==> config.mk <==
export PLATFORM = sky130hd
export DESIGN_NAME = alm_match_top
export DESIGN_NICKNAME = d
export VERILOG_FILES = /design/src/rtl/alm_pkg.sv /design/src/rtl/alm_regs.sv /design/src/rtl/alm_cmp.sv /design/src/rtl/alm_flag.sv /design/src/rtl/alm_match_top.sv
export SDC_FILE = /design/constraint.sdc
export NUM_CORES = 1
export LEC_CHECK = 0
export ABC_AREA = 1
export BUFFER_PORTS_ARGS = -buffer_cell sky130_fd_sc_hd__buf_2
export CORE_MARGIN = 2
export CORE_UTILIZATION = 48
export DETAILED_ROUTE_END_ITERATION = 16
export PLACE_DENSITY = 0.76
export SLEW_MARGIN = 25
export SYNTH_ARGS = -nofsm -noshare
export SYNTH_HDL_FRONTEND = slang
export SYNTH_SLANG_ARGS = --single-unit
==> constraint.sdc <==
create_clock -name clk -period 0.93 [get_ports clk]
set_input_delay 0.093 -clock clk [delete_from_list [all_inputs] [get_ports clk]]
set_output_delay 0.093 -clock clk [all_outputs]
set_load 0.02 [all_outputs]
==> src/rtl/alm_pkg.sv <==
package alm_pkg;
    localparam int NF = 6;
    localparam int DW = 8;
    localparam int AW = 3;

    typedef enum logic [AW-1:0] {
        A_SEC  = 3'd0,
        A_MIN  = 3'd1,
        A_HR   = 3'd2,
        A_DATE = 3'd3,
        A_MON  = 3'd4,
        A_DOW  = 3'd5,
        A_EN   = 3'd6
    } alm_addr_e;

    typedef struct packed {
        logic [5:0] sec;
        logic [5:0] min;
        logic [4:0] hr;
        logic [4:0] date;
        logic [3:0] mon;
        logic [2:0] dow;
    } cal_t;

    typedef logic [NF-1:0][DW-1:0] fld_arr_t;

    function automatic int field_width(input int idx);
        case (idx)
            0, 1:    return 6;
            2, 3:    return 5;
            4:       return 4;
            default: return 3;
        endcase
    endfunction

    function automatic logic [DW-1:0] field_mask(input int idx);
        return DW'((1 << field_width(idx)) - 1);
    endfunction

    function automatic fld_arr_t cal_to_arr(input cal_t c);
        fld_arr_t a;
        a[0] = DW'(c.sec);
        a[1] = DW'(c.min);
        a[2] = DW'(c.hr);
        a[3] = DW'(c.date);
        a[4] = DW'(c.mon);
        a[5] = DW'(c.dow);
        return a;
    endfunction
endpackage

==> src/rtl/alm_regs.sv <==
module alm_regs
    import alm_pkg::*;
(
    input  logic                 clk,
    input  logic                 rst,
    input  logic                 wr_en,
    input  logic [AW-1:0]        wr_addr,
    input  logic [DW-1:0]        wr_data,
    output fld_arr_t             alm_vals,
    output logic [NF-1:0]        alm_en
);
    always_ff @(posedge clk) begin
        if (rst) begin
            alm_vals <= '0;
            alm_en   <= '0;
        end else if (wr_en) begin
            for (int i = 0; i < NF; i++) begin
                if (wr_addr == AW'(i))
                    alm_vals[i] <= wr_data & field_mask(i);
            end
            if (wr_addr == A_EN)
                alm_en <= wr_data[NF-1:0];
        end
    end
endmodule

==> src/rtl/alm_cmp.sv <==
module alm_cmp
    import alm_pkg::*;
(
    input  fld_arr_t       live,
    input  fld_arr_t       alm_vals,
    input  logic [NF-1:0]  alm_en,
    output logic           hit
);
    logic [NF-1:0] fld_ok;

    for (genvar g = 0; g < NF; g++) begin : g_fld
        assign fld_ok[g] = !alm_en[g] ||
                           ((live[g] & field_mask(g)) == alm_vals[g]);
    end

    assign hit = (|alm_en) && (&fld_ok);
endmodule

==> src/rtl/alm_flag.sv <==
module alm_flag (
    input  logic clk,
    input  logic rst,
    input  logic set_req,
    input  logic clr_req,
    output logic flag
);
    always_ff @(posedge clk) begin
        if (rst)
            flag <= 1'b0;
        else if (set_req)
            flag <= 1'b1;
        else if (clr_req)
            flag <= 1'b0;
    end
endmodule

==> src/rtl/alm_match_top.sv <==
module alm_match_top
    import alm_pkg::*;
(
    input  logic        clk,
    input  logic        rst,
    input  logic        tick,
    input  logic [5:0]  cur_sec,
    input  logic [5:0]  cur_min,
    input  logic [4:0]  cur_hr,
    input  logic [4:0]  cur_date,
    input  logic [3:0]  cur_mon,
    input  logic [2:0]  cur_dow,
    input  logic        wr_en,
    input  logic [2:0]  wr_addr,
    input  logic [7:0]  wr_data,
    input  logic        status_clr,
    output logic        alarm_flag
);
    cal_t          now;
    fld_arr_t      live;
    fld_arr_t      alm_vals;
    logic [NF-1:0] en_mask;
    logic          hit;

    assign now  = '{sec: cur_sec, min: cur_min, hr: cur_hr,
                    date: cur_date, mon: cur_mon, dow: cur_dow};
    assign live = cal_to_arr(now);

    alm_regs u_regs (
        .clk      (clk),
        .rst      (rst),
        .wr_en    (wr_en),
        .wr_addr  (wr_addr),
        .wr_data  (wr_data),
        .alm_vals (alm_vals),
        .alm_en   (en_mask)
    );

    alm_cmp u_cmp (
        .live     (live),
        .alm_vals (alm_vals),
        .alm_en   (en_mask),
        .hit      (hit)
    );

    alm_flag u_flag (
        .clk     (clk),
        .rst     (rst),
        .set_req (tick && hit),
        .clr_req (status_clr),
        .flag    (alarm_flag)
    );
endmodule

== After elaboration in Yosys (flattened, before gate mapping) ==
Cells that the tools add are included.

* Logic and storage cells: 83
* Output and inout port bits: 1
* Input bits: 45
* Register bits after elaboration: 55

* Equality and inequality tests: 12
* $add $sub $neg: 6
* Reduce and logical (&&, ||, !) cells: 25
* Bitwise gates (word level): 6
* Shift-type cells: 6
* Muxes and demuxes: 20

{| class="wikitable"
|+ Operator list
! cell !! count
|-
| two-way mux 32 bit || 18
|-
| left shift 1 x 32 -> 8 bit, first input constant || 6
|-
| AND 8 bit || 6
|-
| subtractor 8 x 2 -> 8 bit, second input constant || 6
|-
| == test 5 x 8 -> 1 bit || 2
|-
| == test 6 x 8 -> 1 bit || 2
|-
| AND reduction 2 bit || 7
|-
| == test 3 bit, second input constant || 3
|-
| == test 3 x 8 -> 1 bit || 1
|-
| == test 4 x 8 -> 1 bit || 1
|-
| == test 3 x 2 -> 1 bit, second input constant || 2
|-
| zero test 1 bit || 6
|-
| logical OR 1 bit || 6
|-
| AND reduction 6 bit || 1
|-
| OR reduction 6 bit || 1
|-
| == test 3 x 1 -> 1 bit, second input constant || 1
|-
| zero test 3 bit || 1
|-
| logical AND 1 bit || 2
|-
| two-way mux 1 bit || 2
|-
| nonzero test 2 bit || 1
|}

== Depth between registers and ports, before layout ==
Gate-level depths: netlist of run 1.

* Depth after elaboration: 7
* Mapped depth: 10
* Gate-level depth less buffers: 10

== Cells and area by module ==
A second synthesis of run 1 with hierarchy kept.

* Cell total of the unflattened synthesis: 369
* Area, all modules: 2,234.6 um^2

{| class="wikitable"
|+ Modules (own cells, without submodules)
! module !! cells each !! area an instance (um^2) !! seq. area each (um^2) !! times used
|-
| alm_regs || 232 || 1,594.0 || 700.7 || 1
|-
| alm_cmp || 129 || 589.3 || 0.0 || 1
|-
| alm_flag || 5 || 40.0 || 20.0 || 1
|-
| alm_match_top || 3 || 11.3 || 0.0 || 1
|}

== Worst setup path after synthesis of run 1 ==
Ideal clock, no wire load.

* Kind: flip-flop to flip-flop
* Start point: reg u_regs.alm_vals[20] (netlist bit)
* End point: reg u_flag.flag
* Setup time: 0.070 ns
* Buffers on the path: 0
* Stages on the path, launching flop included: 11
* Required time: 0.860 ns
* Arrival: 0.909 ns
* Setup slack: -0.050 ns
* Period minus slack after synthesis: 0.980 ns
* Cell sequence: dfxtp_1 -> inv_1 -> nand2_1 -> nand2_1 -> nor2_1 -> nand3_1 -> nand2_1 -> nand2_1 -> nor2_1 -> nand2_1 -> a21oi_1

* Longest elaborated chain between the ends: 6
* Elaborated cells on any way between the ends: 7
* Classes of those cells: eq/ne: 1; mux: 1; reduce/logical: 5

{| class="wikitable"
|+ RTL lines
! element !! line !! text
|-
| start: declaration || alm_regs.sv:9 || <nowiki>output fld_arr_t alm_vals,</nowiki>
|-
| start signal: indexed assignment || alm_regs.sv:19 || <nowiki>alm_vals[i] <= wr_data & field_mask(i);</nowiki>
|-
| == test 5 x 8 -> 1 bit * || alm_cmp.sv:13 || <nowiki>((live[g] & field_mask(g)) == alm_vals[g]);</nowiki>
|-
| logical OR 1 bit * || alm_cmp.sv:12 || <nowiki>assign fld_ok[g] = !alm_en[g] ||</nowiki>
|-
| AND reduction 6 bit * || alm_cmp.sv:16 || <nowiki>assign hit = (|alm_en) && (&fld_ok);</nowiki>
|-
| logical AND 1 bit * || alm_cmp.sv:16 ||
|-
| logical AND 1 bit * || alm_match_top.sv:49 || <nowiki>.set_req (tick && hit),</nowiki>
|-
| two-way mux 1 bit or nonzero test 2 bit (tied branches) || n/a ||
|-
| end signal: assignment || alm_flag.sv:10 || <nowiki>flag <= 1'b0;</nowiki>
|-
| end signal: assignment || alm_flag.sv:12 || <nowiki>flag <= 1'b1;</nowiki>
|-
| end signal: assignment || alm_flag.sv:14 || <nowiki>flag <= 1'b0;</nowiki>
|-
| end: declaration || alm_flag.sv:6 || <nowiki>output logic flag</nowiki>
|}

Mark *: on every way between the ends. The rest lies on a longest branch, timed or not.
A chain may end at the register's enable or synchronous reset.

== Worst setup path after layout of run 1 ==
* Start point: reg u_regs.alm_vals[25] (netlist bit)
* End point: reg u_flag.flag

The elaborated chain is that of the path after synthesis.

==> tab_implementation.tex, run 1 <==
\begin{tabular}{lr}
\hline
Metric & Value \\
\hline
\multicolumn{2}{l}{\textbf{Clocking}} \\
\quad Clock latency reported for the late side of the worst-skew pair & 0.29 ns \\
\quad Cell at the root of the clock tree & sky130\_fd\_sc\_hd\_\_clkbuf\_8 \\
\quad CTS Hold Buffers Added & 0 \\
\quad Number of sinks driven by the clock tree & 36 \\
\quad Number of H-tree branching levels & 2 \\
\quad Number of buffers created by CTS & 5 \\
\quad Clock-pin slew on the worst setup and hold paths & 0.07 ns \\
\quad Clock tree from TritonCTS & built \\
\quad Setup repair bufs after CTS & 0 \\
\quad Buffer depth of the longest clock path & 2 \\
\multicolumn{2}{l}{\textbf{Global routing}} \\
\quad Antenna violations before repair & 0 \\
\quad Overall global routing resource usage & 22.11\% \\
\quad Aggregate global routing overflow & 0 \\
\quad First-pass GRT wire length & 7679 um \\
\quad Vias in the first global route & 1,906 \\
\quad Largest net degree at the start of global routing & 37 \\
\multicolumn{2}{l}{\textbf{Setup path}} \\
\quad Required time of the worst setup path & 1.16 ns \\
\quad Buf/Inv on CP & 1 \\
\quad CP Max Fanout & 2 \\
\quad CP Capture Type & register \\
\quad Data arrival at the endpoint of the critical path & 1.38 ns \\
\quad Max incr delay on CP & 0.33 ns \\
\quad Critical path cell sequence & inv\_1, nand2\_1, nand2\_1, nor2\_1, nand3\_1, nand2\_1, nand2\_1, nor2\_1, nand2\_1, a21oi\_2 \\
\quad Critical path depth in cells & 10 \\
\quad Slowest CP cell & sky130\_fd\_sc\_hd\_\_dfxtp\_2 \\
\quad Most used cell, CP & sky130\_fd\_sc\_hd\_\_nand2\_1 \\
\quad Worst-case reg-to-reg path depth & 10 \\
\quad Setup Crit Path Kind & register to register \\
\quad Critical Path Start Type & register \\
\quad Top cell family by delay on the critical path & simple AND/OR/NAND/NOR gates \\
\multicolumn{2}{l}{\textbf{Route}} \\
\quad Iteration count of the initial detailed-routing pass & 5 \\
\quad Top layer used by detailed routing & met4 \\
\quad Met1 Wirelength & 1987 um \\
\quad Via count & 2,000 \\
\quad \# DRC & 0 \\
\quad Antenna-violating nets left & 0 \\
\quad Length of routed met3 wiring & 185 um \\
\quad Number of vias per cell after detailed routing & 4.566 \\
\quad Iteration-0 DRC count of the detailed router & 83 \\
\quad Routed wirelength normalized by instance count & 10.07 um \\
\quad Met2 layer wire length in the routed design & 2153 um \\
\quad Final WL & 4411 um \\
\multicolumn{2}{l}{\textbf{Hold path}} \\
\quad Path type of the worst min-delay path & primary input to register \\
\quad Hold-critical path depth & 4 \\
\multicolumn{2}{l}{\textbf{Floorplan}} \\
\quad Die footprint & 4676 um2 \\
\quad Number of cell rows & 23 \\
\quad Core box area & 4000 um2 \\
\quad \# IOs & 46 \\
\quad Die width & 68.38 um \\
\quad Initial core utilization & 49.73\% \\
\quad Die outline height & 68.38 um \\
\multicolumn{2}{l}{\textbf{Yosys}} \\
\quad Number of standard cells after synthesis & 314 \\
\quad Fraction of the yosys area taken by sequential cells & 36.23\% \\
\quad Unique cell type count in the Yosys netlist & 21 \\
\quad Biggest area contributors in the synthesized netlist & sky130\_fd\_sc\_hd\_\_dfxtp\_1 36\%, sky130\_fd\_sc\_hd\_\_nand2\_1 21\%, sky130\_fd\_sc\_hd\_\_inv\_1 9.6\%, sky130\_fd\_sc\_hd\_\_nor2\_1 9.1\%, sky130\_fd\_sc\_hd\_\_a211oi\_2 6.3\% \\
\quad Post-synth design cell area & 1989 um2 \\
\quad Post-Synthesis Mean Instance Area & 6.336 um2 \\
\quad Yosys warns & 0 \\
\quad Area share of the largest cell type after synthesis & 36.23\% \\
\quad Mapped Nets & 359 \\
\quad Cell type contributing the most total cell area after synthesis & sky130\_fd\_sc\_hd\_\_dfxtp\_1 \\
\quad Register bit count reported by yosys & 36 \\
\multicolumn{2}{l}{\textbf{Pwr}} \\
\quad Final Power & 0.003499 W \\
\quad Sequential share of power & 46.2\% \\
\quad Proportion of power drawn by combinational gates & 15.0\% \\
\quad Switching Power & 0.0008749 W \\
\quad Static power due to leakage & 1.272 nW \\
\quad Power Internal & 0.002624 W \\
\quad Sw Share & 25.00\% \\
\quad Peak supply drop & 0.7188 mV \\
\quad Clock share of power & 38.8\% \\
\quad Power per Cell Area & 1350 nW/um2 \\
\multicolumn{2}{l}{\textbf{Timing}} \\
\quad Post-Route Skew & 0.006633 ns \\
\quad Time the worst path needs with I/O delays and setup & 1.150 ns \\
\quad Final Hold Fails & 0 \\
\quad Final setup fails & 1 \\
\quad Achievable clock frequency & 869.5 MHz \\
\quad Max-slew violation count & 0 \\
\quad Portion of the clock cycle consumed by the worst path in the final layout & 123.7\% \\
\quad RSZ-0062 raised after global routing & true \\
\quad Worst max-slew margin expressed relative to the limit & 80.75\% \\
\quad Worst slew pin tran & 0.2879 ns \\
\quad PnR worst setup slack & -0.2201 ns \\
\multicolumn{2}{l}{\textbf{Layout}} \\
\quad Final core occ & 64.78\% \\
\quad NumNets Final & 432 \\
\quad Share of layout cells above drive strength 1 & 29.90\% \\
\quad Area added between synthesis and finish & 30.25\% \\
\quad Ant diodes & 0 \\
\multicolumn{2}{l}{\textbf{Status}} \\
\quad Violated checks & setup timing \\
\quad Outcome & finished with violations \\
\multicolumn{2}{l}{\textbf{Job}} \\
\quad MaxCap Viol Count & 0 \\
\multicolumn{2}{l}{\textbf{Place}} \\
\quad Input/output buffers & 43 \\
\quad Placed wire-length estimate after detailed placement & 3347 um \\
\quad Final weighted congestion in routability-driven placement & 0.8217 \\
\hline
\end{tabular}
[timing repair]
item | CTS | global route
pin swaps | 1 | 1
endpoints found under the setup margin | 1 | 2
hold endpoints to repair | 0 | 0
resized for setup | 4 | 9
[metrics by stage]
stage	instance area, um2	TNS (ns)	setup slack, ns	std cells	hold WS (ns)
after floorplan	1989	-0.04717	-0.04717	314	0.2401
after global placement	2461	-0.6814	-0.1975	430	0.3639
after detailed placement	2461	-0.9388	-0.2290	430	0.3645
after CTS	2574	-0.2153	-0.2153	438	0.05580
after global routing	2591	-0.3244	-0.3244	438	0.08913
final	2591	-0.2201	-0.2201	438	0.06443
[metal layers]
layer	global-route usage, %	up-vias
met1	25.20	854
li1	-	1097
met3	5.428	9
met5	0	-
met4	8.250	0
met2	39.42	40
[cells in the mapped netlist]
cell type                    n
sky130_fd_sc_hd__nor3_1      1
sky130_fd_sc_hd__nor2_4      4
sky130_fd_sc_hd__nand2_1   109
sky130_fd_sc_hd__nor2_1     48
sky130_fd_sc_hd__o21ai_0     1
sky130_fd_sc_hd__dfxtp_1    36
sky130_fd_sc_hd__xnor2_1     2
sky130_fd_sc_hd__a211oi_2   10
sky130_fd_sc_hd__nor2_2      3
sky130_fd_sc_hd__clkbuf_1    1
sky130_fd_sc_hd__clkbuf_2    1
sky130_fd_sc_hd__a211oi_1   11
sky130_fd_sc_hd__inv_1      51
sky130_fd_sc_hd__a21oi_1    15
sky130_fd_sc_hd__buf_2       1
sky130_fd_sc_hd__buf_6       1
sky130_fd_sc_hd__inv_2       9
sky130_fd_sc_hd__nand4_1     2
sky130_fd_sc_hd__buf_1       1
sky130_fd_sc_hd__nand3_1     6
sky130_fd_sc_hd__xor2_1      1
[state kept, by name, summed over array words and instances, names as in the netlist]
| signal | cells |
|---|---|
| u_regs.alm_en | 6 |
| u_regs.alm_vals | 29 |
| u_flag.flag | 1 |
[cells in the final DEF (no fill, tap or decap), drive strengths merged]
master,netlist,final
o21ai,1,1
nand2,109,109
clkinv,0,1
a211oi,21,21
xor2,1,1
nand3,6,6
a21oi,15,15
nor3,1,1
bufinv,0,1
clkbuf,2,6
dfxtp,36,36
nand4,2,2
xnor2,2,2
nor2,55,55
buf,3,71
inv,60,60
[path summary, 6_finish.rpt]
path | start | end | slack (ns)
min | status_clr | u_flag.flag$_SDFFE_PP0P_ | 0.06
max reg2reg | u_regs.alm_vals[25]$_SDFFE_PP0P_ | u_flag.flag$_SDFFE_PP0P_ | -0.22
min reg2reg | u_regs.alm_vals[34]$_SDFFE_PP0P_ | u_regs.alm_vals[34]$_SDFFE_PP0P_ | 0.48
max | u_regs.alm_vals[25]$_SDFFE_PP0P_ | u_flag.flag$_SDFFE_PP0P_ | -0.22
[power by group through the flow]
stage	sequential [W]	clock, W	combinational [W]
6_report	0.00162	0.00136	0.000525
5_1_grt	0.00162	0.00145	0.000595
4_1_cts	0.00161	0.00137	0.000523
3_5_place_dp	0.00165	0	0.000519
3_3_place_gp	0.00165	0	0.000509
2_1_floorplan	0.00165	0	0.000278
[area by class of cell]
class                      count  area (um2)
fill                         374        1409
multi-input combinational    213        1023
timing repair buffer          71       440.4
clock buffer                   6       72.57
tap                           50       62.56
clock inverter                 2       35.03
sequential                    36       732.0
inverter                      60       225.2
[logic make-up (layout without fill, tap and decap cells)]
kind of cell    after synthesis  after routing  share of synthesized area, %
xor+xnor                      3              3                         1.321
simple gates                173            173                         35.22
compound gates               37             37                         14.47
flops                        36             36                         36.23
buf+inv                      65            139                         12.77
[worst reg2reg max path, cell delays in order (launching register included)]
cell                      delay [ns]
sky130_fd_sc_hd__dfxtp_2        0.33
sky130_fd_sc_hd__inv_1          0.05
sky130_fd_sc_hd__nand2_1        0.06
sky130_fd_sc_hd__nand2_1        0.05
sky130_fd_sc_hd__nor2_1         0.13
sky130_fd_sc_hd__nand3_1        0.10
sky130_fd_sc_hd__nand2_1        0.07
sky130_fd_sc_hd__nand2_1        0.05
sky130_fd_sc_hd__nor2_1         0.09
sky130_fd_sc_hd__nand2_1        0.08
sky130_fd_sc_hd__a21oi_2        0.10
(Power assumes the default switching activity.)
==> run 2: changes to the inputs <==
--- a/config.mk
+++ b/config.mk
@@ -11,6 +11,7 @@
 export CORE_UTILIZATION = 48
 export DETAILED_ROUTE_END_ITERATION = 16
 export PLACE_DENSITY = 0.76
+export SKIP_LAST_GASP = 1
 export SLEW_MARGIN = 25
 export SYNTH_ARGS = -nofsm -noshare
 export SYNTH_HDL_FRONTEND = slang
==> tab_implementation.tex, run 2 (synthesis gave the netlist of run 1 again) <==
\begin{tabular}{lr}
\hline
Metric & Value \\
\hline
\multicolumn{2}{l}{\textbf{Setup path}} \\
\quad CP Capture Type & register \\
\quad Most used cell, CP & sky130\_fd\_sc\_hd\_\_nand2\_1 \\
\quad Setup Crit Path Kind & register to register \\
\quad Critical path cell sequence & inv\_1, nand2\_1, nand2\_1, nor2\_1, nand3\_1, nand2\_1, nand2\_1, nor2\_1, nand2\_1, a21oi\_2 \\
\quad Slowest CP cell & sky130\_fd\_sc\_hd\_\_dfxtp\_2 \\
\quad Max incr delay on CP & 0.33 ns (about the same) \\
\quad Data arrival at the endpoint of the critical path & 1.38 ns (about the same) \\
\quad Start point of the critical path & u\_regs.alm\_vals[25]\$\_SDFFE\_PP0P\_ \\
\quad CP Max Fanout & 2 (unchanged) \\
\quad RR Startpoint & u\_regs.alm\_vals[25]\$\_SDFFE\_PP0P\_ \\
\quad Worst-case reg-to-reg path depth & 10 (unchanged) \\
\quad Required time of the worst setup path & 1.16 ns (about the same) \\
\quad Critical Path Start Type & register \\
\multicolumn{2}{l}{\textbf{Layout}} \\
\quad NumNets Final & 432 (unchanged) \\
\quad Flip-flop count of the largest register, all copies and words added & 29 (unchanged) \\
\quad Area added between synthesis and finish & 30.19\% (about the same) \\
\quad Register name with the most flops & u\_regs.alm\_vals \\
\quad Layout filler cell count & 374 (unchanged) \\
\quad Commonest cells after routing, fill and taps aside & 109 x sky130\_fd\_sc\_hd\_\_nand2\_1, 51 x sky130\_fd\_sc\_hd\_\_inv\_1, 46 x sky130\_fd\_sc\_hd\_\_nor2\_1, 42 x sky130\_fd\_sc\_hd\_\_buf\_2 \\
\quad Ant diodes & 0 (unchanged) \\
\quad Storage cell area & 730.7 um2 (-0.17\%) \\
\quad Area used by multi-input combinational logic & 1023 um2 (unchanged) \\
\quad Most common cell after layout, fill and taps aside & sky130\_fd\_sc\_hd\_\_nand2\_1 \\
\quad Share of layout cells above drive strength 1 & 29.64\% (-0.26 points) \\
\quad Largest registers ranked by flip-flop count & u\_regs.alm\_vals (29), u\_regs.alm\_en (6), u\_flag.flag (1) \\
\multicolumn{2}{l}{\textbf{Clocking}} \\
\quad Number of sinks driven by the clock tree & 36 (unchanged) \\
\quad Clock-pin slew on the worst setup and hold paths & 0.07 ns (about the same) \\
\quad Number of H-tree branching levels & 2 (unchanged) \\
\quad Buffer depth of the longest clock path & 2 (unchanged) \\
\quad Clock latency reported for the late side of the worst-skew pair & 0.29 ns (about the same) \\
\quad Clock tree from TritonCTS & built \\
\quad Setup repair bufs after CTS & 0 (unchanged) \\
\quad Cell at the root of the clock tree & sky130\_fd\_sc\_hd\_\_clkbuf\_8 \\
\quad Number of buffers created by CTS & 5 (unchanged) \\
\multicolumn{2}{l}{\textbf{Global routing}} \\
\quad Largest net degree at the start of global routing & 37 (unchanged) \\
\quad Vias in the first global route & 1,906 (unchanged) \\
\quad Overall global routing resource usage & 22.11\% (unchanged) \\
\quad Antenna violations before repair & 0 (unchanged) \\
\quad First-pass GRT wire length & 7679 um (unchanged) \\
\quad Aggregate global routing overflow & 0 (unchanged) \\
\multicolumn{2}{l}{\textbf{Hold path}} \\
\quad Path type of the worst min-delay path & primary input to register \\
\quad Beginning of the worst hold path & status\_clr \\
\quad Hold-critical path depth & 4 (unchanged) \\
\multicolumn{2}{l}{\textbf{Pwr}} \\
\quad Final Power & 0.003499 W (about the same) \\
\quad Peak supply drop & 0.7172 mV (-0.23\%) \\
\quad Static power due to leakage & 1.272 nW (about the same) \\
\quad Power per Cell Area & 1351 nW/um2 (about the same) \\
\multicolumn{2}{l}{\textbf{Timing}} \\
\quad Worst slew pin tran & 0.2879 ns (unchanged) \\
\quad Final setup fails & 1 (unchanged) \\
\quad Max-slew violation count & 0 (unchanged) \\
\quad Worst-case hold slack & 0.06443 ns (unchanged) \\
\quad Post-Route Skew & 0.006633 ns (unchanged) \\
\quad Worst max-slew margin expressed relative to the limit & 80.75\% (unchanged) \\
\quad Final Hold Fails & 0 (unchanged) \\
\quad Achievable clock frequency & 869.5 MHz (unchanged) \\
\quad RSZ-0062 raised after global routing & true \\
\quad Time the worst path needs with I/O delays and setup & 1.150 ns (unchanged) \\
\quad Portion of the clock cycle consumed by the worst path in the final layout & 123.7\% (unchanged) \\
\quad PnR worst setup slack & -0.2201 ns (unchanged) \\
\multicolumn{2}{l}{\textbf{Place}} \\
\quad Final weighted congestion in routability-driven placement & 0.8217 (unchanged) \\
\quad Input/output buffers & 43 (unchanged) \\
\quad Placed wire-length estimate after detailed placement & 3347 um (unchanged) \\
\multicolumn{2}{l}{\textbf{Floorplan}} \\
\quad \# IOs & 46 (unchanged) \\
\quad Initial core utilization & 49.73\% (unchanged) \\
\quad Number of cell rows & 23 (unchanged) \\
\quad Core box area & 4000 um2 (unchanged) \\
\quad Die outline height & 68.38 um (unchanged) \\
\quad Die width & 68.38 um (unchanged) \\
\quad Die footprint & 4676 um2 (unchanged) \\
\multicolumn{2}{l}{\textbf{Route}} \\
\quad Final WL & 4411 um (unchanged) \\
\quad \# DRC & 0 (unchanged) \\
\quad Iteration-0 DRC count of the detailed router & 83 (unchanged) \\
\quad Via count & 2,000 (unchanged) \\
\quad Antenna-violating nets left & 0 (unchanged) \\
\quad Number of vias per cell after detailed routing & 4.566 (unchanged) \\
\quad Iteration count of the initial detailed-routing pass & 5 (unchanged) \\
\quad Routed wirelength normalized by instance count & 10.07 um (unchanged) \\
\multicolumn{2}{l}{\textbf{Status}} \\
\quad Outcome & finished with violations \\
\quad Violated checks & setup timing \\
\multicolumn{2}{l}{\textbf{Job}} \\
\quad MaxCap Viol Count & 0 (unchanged) \\
\hline
\end{tabular}
run 2: final cells by class:
type	instances	area share, %
clock inverter	2	1.353
sequential	36	28.21
multi-input combinational	213	39.52
timing repair buffer	71	17.00
clock buffer	6	2.802
tap	50	2.415
inverter	60	8.696
run 2: repair_timing:
action | in CTS | in global routing
pin swaps | 1 | 1
gates resized for setup | 3 | 9
hold buffers | 0 | 0
setup endpoints to repair | 1 | 2
run 2: worst paths after layout:
path	to	slack [ns]
max	u_flag.flag$_SDFFE_PP0P_	-0.22
max reg2reg	u_flag.flag$_SDFFE_PP0P_	-0.22
min reg2reg	u_regs.alm_vals[34]$_SDFFE_PP0P_	0.48
min	u_flag.flag$_SDFFE_PP0P_	0.06
run 2: power breakdown:
group / leakage [nW] / internal, W / total (W) / switching [W]
Sequential: 0.296 / 0.00159 / 0.00162 / 0.0000250
Combinational: 0.921 / 0.000238 / 0.000525 / 0.000287
Clock: 0.0552 / 0.000796 / 0.00136 / 0.000563
run 2: stage by stage:
| step | TNS, ns | setup slack (ns) | std cells | instance area [um2] | util [%] |
|---|---|---|---|---|---|
| floorplan | -0.04717 | -0.04717 | 314 | 1989 | - |
| global placement | -0.6814 | -0.1975 | 430 | 2461 | 61.53 |
| detailed placement | -0.9388 | -0.2290 | 430 | 2461 | 61.53 |
| CTS | -0.2176 | -0.2176 | 438 | 2572 | 64.31 |
| global route | -0.3244 | -0.3244 | 438 | 2590 | 64.75 |
| finish | -0.2201 | -0.2201 | 438 | 2590 | 64.75 |
run 2: routing by layer:
metal | up-vias | track usage (%) | routed length [um] | part of all wire (%)
met3 | 9 | 5.428 | 185 | 4.2
met4 | 0 | 8.250 | 85 | 1.9
met5 | - | 0 | 0 | 0
met1 | 854 | 25.20 | 1987 | 45
met2 | 40 | 39.42 | 2153 | 49
li1 | 1097 | - | - | -
run 2: critical path, delay by kind of cell (launching register included):
family / cells / cell delay [ns]
simple gates: 8 / 0.63
flops: 1 / 0.33
compound gates: 1 / 0.10
buf+inv: 1 / 0.05
